**src/rtl/csr_irq_pkg.sv**
```systemverilog
`timescale 1ns/1ps
package csr_irq_pkg;
  localparam int STAT_N    = 7;   // status bits occupy 14..8
  localparam int STAT_LO   = 8;
  localparam int BIT_ERR   = 15;
  localparam int BIT_INTR  = 7;
  localparam int BIT_IEN   = 6;
  localparam int BIT_RXON  = 5;
  localparam int BIT_TXON  = 4;
  localparam int BIT_TDMD  = 3;
  localparam int BIT_STOP  = 2;
  localparam int BIT_START = 1;
  localparam int BIT_INIT  = 0;
  // index of memory-error and init-done inside the status vector
  localparam int ST_MEMERR = 3;
  localparam int ST_IDONE  = 0;

  typedef struct packed {
    logic wrData;   // write to the data port
    logic wrSel;    // write to the select port
    logic isData;   // access addresses the data port
    logic isSel;    // access addresses the select port
  } busStrobe_t;
endpackage

```
**src/rtl/csr_bus_ctl.sv**
```systemverilog
`timescale 1ns/1ps
module csr_bus_ctl
  import csr_irq_pkg::*;
#(
  parameter int DATA_W   = 16,
  parameter int NUM_REGS = 4,
  localparam int SEL_W   = $clog2(NUM_REGS)
) (
  input  logic              clk,
  input  logic              rstN,
  input  logic              busWr,
  input  logic [2:0]        busOffset,
  input  logic [DATA_W-1:0] busWdata,
  output busStrobe_t        strobe,
  output logic [SEL_W-1:0]  selQ,
  output logic              selBadQ
);
  always_comb begin
    strobe.isData = (busOffset == 3'd0);
    strobe.isSel  = (busOffset == 3'd4);
    strobe.wrData = busWr && strobe.isData;
    strobe.wrSel  = busWr && strobe.isSel;
  end

  always_ff @(posedge clk) begin
    if (!rstN) begin
      selQ    <= '0;
      selBadQ <= 1'b0;
    end else if (strobe.wrSel) begin
      selQ    <= busWdata[SEL_W-1:0];
      selBadQ <= (busWdata > DATA_W'(NUM_REGS - 1));
    end
  end

  assert_sel_keep_R10: assert property (@(posedge clk) disable iff (!rstN)
    strobe.wrSel |=> selQ == $past(busWdata[SEL_W-1:0]));
  assert_sel_flag_R10: assert property (@(posedge clk) disable iff (!rstN)
    (strobe.wrSel && busWdata[DATA_W-1:SEL_W] == '0) |=> !selBadQ);
endmodule

```
**src/rtl/csr_status_dp.sv**
```systemverilog
`timescale 1ns/1ps
module csr_status_dp
  import csr_irq_pkg::*;
#(
  parameter int DATA_W   = 16,
  parameter int NUM_REGS = 4,
  localparam int SEL_W   = $clog2(NUM_REGS)
) (
  input  logic              clk,
  input  logic              rstN,
  input  busStrobe_t        strobe,
  input  logic [SEL_W-1:0]  selQ,
  input  logic [DATA_W-1:0] wrWord,
  input  logic [STAT_N-1:0] statusSet,
  input  logic [1:0]        engineReq,
  output logic [DATA_W-1:0] dataRd,
  output logic              rxEnable,
  output logic              txEnable,
  output logic              cmdStart,
  output logic              cmdStop,
  output logic              cmdInit,
  output logic              cmdTxDemand,
  output logic              irq
);
  logic [STAT_N-1:0] statusQ, statusN;
  logic intEnQ, tdmdQ, stopQ, startQ, initQ;
  logic stopN, startN, initN;
  logic wrMain, errSum, intSum;
  logic [DATA_W-1:0] mainView;
  logic [DATA_W-1:0] auxQ [1:NUM_REGS-1];

  assign wrMain = strobe.wrData && (selQ == '0);

  always_comb begin
    stopN  = stopQ;
    startN = startQ;
    initN  = initQ;
    if (wrMain) begin
      if (wrWord[BIT_START]) begin startN = 1'b1; stopN = 1'b0; end
      if (wrWord[BIT_INIT])  begin initN  = 1'b1; stopN = 1'b0; end
      if (wrWord[BIT_STOP])  begin stopN = 1'b1; startN = 1'b0; initN = 1'b0; end
    end
    for (int i = 0; i < STAT_N; i++)
      statusN[i] = statusSet[i] | (statusQ[i] & ~(wrMain & wrWord[STAT_LO+i]));
    if (stopN) statusN[ST_IDONE] = 1'b0;
  end

  always_ff @(posedge clk) begin
    if (!rstN) begin
      statusQ <= '0;
      intEnQ  <= 1'b0;
      tdmdQ   <= 1'b0;
      stopQ   <= 1'b1;
      startQ  <= 1'b0;
      initQ   <= 1'b0;
    end else begin
      statusQ <= statusN;
      stopQ   <= stopN;
      startQ  <= startN;
      initQ   <= initN;
      if (wrMain) begin
        intEnQ <= wrWord[BIT_IEN];
        if (wrWord[BIT_TDMD]) tdmdQ <= 1'b1;
      end
    end
  end

  for (genvar k = 1; k < NUM_REGS; k++) begin : g_aux
    always_ff @(posedge clk) begin
      if (!rstN)                                        auxQ[k] <= '0;
      else if (strobe.wrData && selQ == SEL_W'(k))      auxQ[k] <= wrWord;
    end
  end

  always_comb begin
    errSum   = statusQ[6] | statusQ[5] | statusQ[4] | statusQ[3];
    intSum   = statusQ[6] | statusQ[4] | statusQ[3] | statusQ[2] | statusQ[1] | statusQ[0];
    rxEnable = engineReq[1] & ~statusQ[ST_MEMERR];
    txEnable = engineReq[0] & ~statusQ[ST_MEMERR];
    mainView = '0;
    mainView[BIT_ERR]                  = errSum;
    mainView[STAT_LO+STAT_N-1:STAT_LO] = statusQ;
    mainView[BIT_INTR]  = intSum;
    mainView[BIT_IEN]   = intEnQ;
    mainView[BIT_RXON]  = rxEnable;
    mainView[BIT_TXON]  = txEnable;
    mainView[BIT_TDMD]  = tdmdQ;
    mainView[BIT_STOP]  = stopQ;
    mainView[BIT_START] = startQ;
    mainView[BIT_INIT]  = initQ;
    dataRd = (selQ == '0) ? mainView : auxQ[selQ];
  end

  assign irq         = intSum & intEnQ;
  assign cmdStart    = startQ;
  assign cmdStop     = stopQ;
  assign cmdInit     = initQ;
  assign cmdTxDemand = tdmdQ;

  assert_reset_state_R1: assert property (@(posedge clk) disable iff (!rstN)
    !$past(rstN) |-> (stopQ && !startQ && !initQ && !tdmdQ && !intEnQ && statusQ == '0));
  assert_stop_wins_R4: assert property (@(posedge clk) disable iff (!rstN)
    (wrMain && wrWord[BIT_STOP]) |=> (stopQ && !startQ && !initQ));
  assert_idone_held_R8: assert property (@(posedge clk) disable iff (!rstN)
    stopQ |-> !statusQ[ST_IDONE]);
  assert_merr_gate_R7: assert property (@(posedge clk) disable iff (!rstN)
    statusQ[ST_MEMERR] |-> (!rxEnable && !txEnable));
  for (genvar i = 0; i < STAT_N; i++) begin : g_chk
    assert_w1c_R2: assert property (@(posedge clk) disable iff (!rstN)
      (wrMain && wrWord[STAT_LO+i] && !statusSet[i]) |=> !statusQ[i]);
    if (i != ST_IDONE) begin : g_set
      assert_set_wins_R11: assert property (@(posedge clk) disable iff (!rstN)
        statusSet[i] |=> statusQ[i]);
    end
  end
endmodule

```
**src/rtl/csr_irq_ctrl.sv**
```systemverilog
`timescale 1ns/1ps
module csr_irq_ctrl
  import csr_irq_pkg::*;
#(
  parameter int DATA_W   = 16,
  parameter int NUM_REGS = 4
) (
  input  logic              clk,
  input  logic              rstN,
  input  logic              busWr,
  input  logic [2:0]        busOffset,
  input  logic [DATA_W-1:0] busWdata,
  output logic [DATA_W-1:0] busRdata,
  input  logic [6:0]        statusSet,
  input  logic [1:0]        engineReq,
  output logic              rxEnable,
  output logic              txEnable,
  output logic              cmdStart,
  output logic              cmdStop,
  output logic              cmdInit,
  output logic              cmdTxDemand,
  output logic              selOutOfRange,
  output logic              irq
);
  localparam int SEL_W = $clog2(NUM_REGS);

  busStrobe_t        strobe;
  logic [SEL_W-1:0]  selQ;
  logic [DATA_W-1:0] dataRd;

  csr_bus_ctl #(.DATA_W(DATA_W), .NUM_REGS(NUM_REGS)) u_ctl (
    .clk(clk), .rstN(rstN), .busWr(busWr), .busOffset(busOffset),
    .busWdata(busWdata), .strobe(strobe), .selQ(selQ), .selBadQ(selOutOfRange));

  csr_status_dp #(.DATA_W(DATA_W), .NUM_REGS(NUM_REGS)) u_dp (
    .clk(clk), .rstN(rstN), .strobe(strobe), .selQ(selQ), .wrWord(busWdata),
    .statusSet(statusSet), .engineReq(engineReq), .dataRd(dataRd),
    .rxEnable(rxEnable), .txEnable(txEnable), .cmdStart(cmdStart),
    .cmdStop(cmdStop), .cmdInit(cmdInit), .cmdTxDemand(cmdTxDemand), .irq(irq));

  always_comb begin
    if (strobe.isData)     busRdata = dataRd;
    else if (strobe.isSel) busRdata = DATA_W'(selQ);
    else                   busRdata = '0;
  end
endmodule

```
**config.mk**
```make
export PLATFORM = sky130hd
export DESIGN_NAME = csr_irq_ctrl
export DESIGN_NICKNAME = d
export VERILOG_FILES = /design/src/rtl/csr_irq_pkg.sv /design/src/rtl/csr_bus_ctl.sv /design/src/rtl/csr_status_dp.sv /design/src/rtl/csr_irq_ctrl.sv
export SDC_FILE = /design/constraint.sdc
export NUM_CORES = 1
export LEC_CHECK = 0
export ABC_AREA = 1
export BUFFER_PORTS_ARGS = -buffer_cell sky130_fd_sc_hd__buf_2
export CORE_ASPECT_RATIO = 0.7
export CORE_UTILIZATION = 50
export DETAILED_ROUTE_END_ITERATION = 10
export GPL_ROUTABILITY_DRIVEN = 0
export GPL_TIMING_DRIVEN = 0
export PLACE_DENSITY_LB_ADDON = 0.2
export SETUP_SLACK_MARGIN = 0.05
export SLEW_MARGIN = 10
export SYNTH_ARGS = -nofsm -noshare
export SYNTH_HDL_FRONTEND = slang
export SYNTH_SLANG_ARGS = --single-unit
```
**constraint.sdc**
```tcl
create_clock -name clk -period 5.2 [get_ports clk]
set_clock_uncertainty 0.1 [all_clocks]
set_input_delay 0.26 -clock clk [delete_from_list [all_inputs] [get_ports clk]]
set_output_delay 0.26 -clock clk [all_outputs]
set_load 0.05 [all_outputs]
```
==> out/qor.yml <==
routing:
  wl_um: 8090
  viasPerCell: 5.58
  drc_errors: 0
  detail_route.first_pass.iterations: 5
  via_count: 2627
  avgRoutedWirePerCell_um: 17.2
  drt-initial-drc-count: 267
  ant_nets: 0
clock_tree:
  cts.sinks: 65
  clock_latency_ns: 0.34
  cts_root_buf: "clkbuf_8"
  cts_tree: "done"
  htree_levels: 3
  cts-resized-gates: 0
  cts-hold-fix-buffers: 0
  numCtsBuffers: 9
  postCtsSetupBuffers: 0
  clockBufferDepth: 2
  clk_pin_slew_ns: 0.07
flow_run:
  cap_violations: 0
synthesis:
  netlist_area_um2: 3000
  synth.area.top_cells: "edfxtp_1 (48%), nor2_1 (12%), dfxtp_1 (11%)"
  synth_top_area_cell: "edfxtp_1"
  synth_nets: 355
  synthesis.area_per_instance_um2: 9.26
  synth_seq_cells: 65
  yosysSeqAreaShare_pct: 59.4
  async_flop_share_pct: 0
  yosys_warnings: 0
  yosysMostFrequentCell: "nor2_1"
  synth_flop_cell: "edfxtp_1"
  synth_commonest_cells: "nor2_1 (93), edfxtp_1 (48), a21oi_1 (40)"
  yosysTopAreaCellShare_pct: 48.0
  syn_inst: 324
  synthDistinctLibCells: 25
  synth_edf_count: 48
critical_path:
  r2r_setup_slack_ns: 3.05
  critPathKind: "register to output port"
  worstPathArrival_ns: 2.20
  r2r_cells: 2
  worstPathRequired_ns: 4.84
  critPathCaptureType: "output port"
  setup.worst_path.start_class: "register"
  cp_max_fo: 10
  r2r_end: "u_dp.auxQ[2][15]$_SDFFCE_PN0P_"
  regToRegStartpoint: "u_ctl.selQ[1]$_SDFFE_PN0N_"
worst_hold_path:
  worstHoldStart: "statusSet[4]"
  holdPathStages: 3
  min_to: "u_dp.statusQ[4]$_SDFF_PN0_"
  hp-class: "input pin to register"
final_layout:
  largest_register_ffs: 48
  diodes: 0
  reg_top3: "u_dp.auxQ: 48 flops, u_dp.statusQ: 7 flops, u_ctl.selQ: 2 flops"
  top_register: "u_dp.auxQ"
  area_growth_pct: 21.3
  utilization_pct: 63.3
  drive_gt1_share_pct: 23.2
  fin_nets: 422
timing:
  rsz0062_at_grt: "false"
  period_share_pct: 49.2
  slew_headroom_pct: 38.4
  finalSetupViolCount: 0
  period_needed_ns: 2.56
  drv_slew: 0
  hold_viol: 0
  max_freq_mhz: 391
  tns_ns: 0
  max_slew.worst_pin.slew_ns: 0.925
global_route:
  grt_max_degree: 17
  antenna_found_initial: 0
  grt_pass1_vias: 2565
  grt_pass1_wl_um: 12700
  grt_overflow: 0
  grt_usage_pct: 28.5
placement:
  numPortBuffers: 54
  dp_hpwl_um: 5760
pwr:
  power.leakage_nw: 1.57
  p_total_mw: 1.15
  peakVddDrop_mv: 0.212
  p_per_area_nw_per_um2: 315
outcome:
  status: "complete, no violations"
floorplan:
  io_pins: 55
  coreArea_um2: 5760
  start_util_pct: 52.2
  die_area_um2: 6320
  die_y_um: 66.8
  die_x_um: 94.6
  fp-row-count: 23
-- worst max-delay path by stage --
stage	start	endpoint	slack, ns	cells after the start
2_1_floorplan	u_ctl.selQ[1]$_SDFFE_PN0N_	u_dp.auxQ[2][0]$_SDFFCE_PN0P_	2.70	2
3_3_place_gp	u_ctl.selQ[0]$_SDFFE_PN0N_	u_dp.auxQ[1][14]$_SDFFCE_PN0P_	1.75	2
3_5_place_dp	register	busRdata[3]	3.01	6
4_1_cts	register	busRdata[3]	2.64	6
5_1_grt	register	busRdata[3]	2.44	6
6_report	register	busRdata[3]	2.64	6
-- layout make-up --
cell class	count	area, um^2
inverters	30	115
flip-flops and latches	65	1780
clock buffers	14	173
plain buffers	13	67.6
repair buffers	56	297
clock inverters	2	35.0
fillers	515	2110
well taps	75	93.8
multi-input cells	216	1080
-- power by group --
part | switching (mW) | internal, mW | total [mW]
Sequential | 0.0113 | 0.574 | 0.585
Combinational | 0.0862 | 0.0321 | 0.118
Clock | 0.183 | 0.260 | 0.443
Total | 0.280 | 0.867 | 1.15
-- stage by stage --
stage | cells | instance area, um^2 | hold slack, ns | setup slack [ns]
after floorplan | 324 | 3000 | 0.277 | 2.70
after global placement | 453 | 3370 | 0.362 | 1.75
after detailed placement | 455 | 3430 | 0.372 | 3.01
after CTS | 471 | 3640 | 0.0103 | 2.64
after global routing | 471 | 3640 | 0.0178 | 2.44
final | 471 | 3640 | 0.0174 | 2.64
-- placed cells by master (no fill, tap or decap) --
cell type / instances
buf_2: 62
clkinv_2: 1
nand4_4: 3
nor3_1: 3
clkbuf_8: 12
a21boi_0: 1
clkbuf_2: 1
o21ai_0: 36
o22ai_1: 2
nor2_1: 93
nor2_4: 3
o21a_1: 1
inv_4: 1
a21oi_1: 40
nand4_1: 3
inv_1: 27
clkbuf_1: 5
buf_8: 1
bufinv_16: 1
o31ai_4: 3
nand3_1: 5
dfxtp_1: 17
buf_6: 2
clkinv_1: 1
edfxtp_1: 48
o21ai_1: 1
nand2_1: 21
inv_2: 1
nand3_4: 1
-- metal layers --
layer	vias to the layer above	global-route usage, %	part of all wire (%)
met5	-	0	0
li1	1230	-	-
met1	1226	38.4	44
met4	0	10.8	1.8
met2	153	42.5	43
met3	18	9.47	12
-- worst max-delay path: stages, from the launching register on --
cell and delay, ns:
dfxtp_1 0.30, clkbuf_1 0.20, inv_1 0.26, clkbuf_1 0.42, o21ai_0 0.17, a21oi_1 0.20
buf_2 0.30
-- kinds of logic (layout without fill, tap and decap cells) --
family / after synthesis / count (layout) / share of synthesized area (%)
buffers and inverters: 43 / 115 / 6.09
AO/OA/AOI/OAI: 84 / 84 / 14.5
AND/OR/NAND/NOR: 132 / 132 / 20.0
flip-flops: 65 / 65 / 59.4
Note: power is estimated with default switching activity, not from simulation.
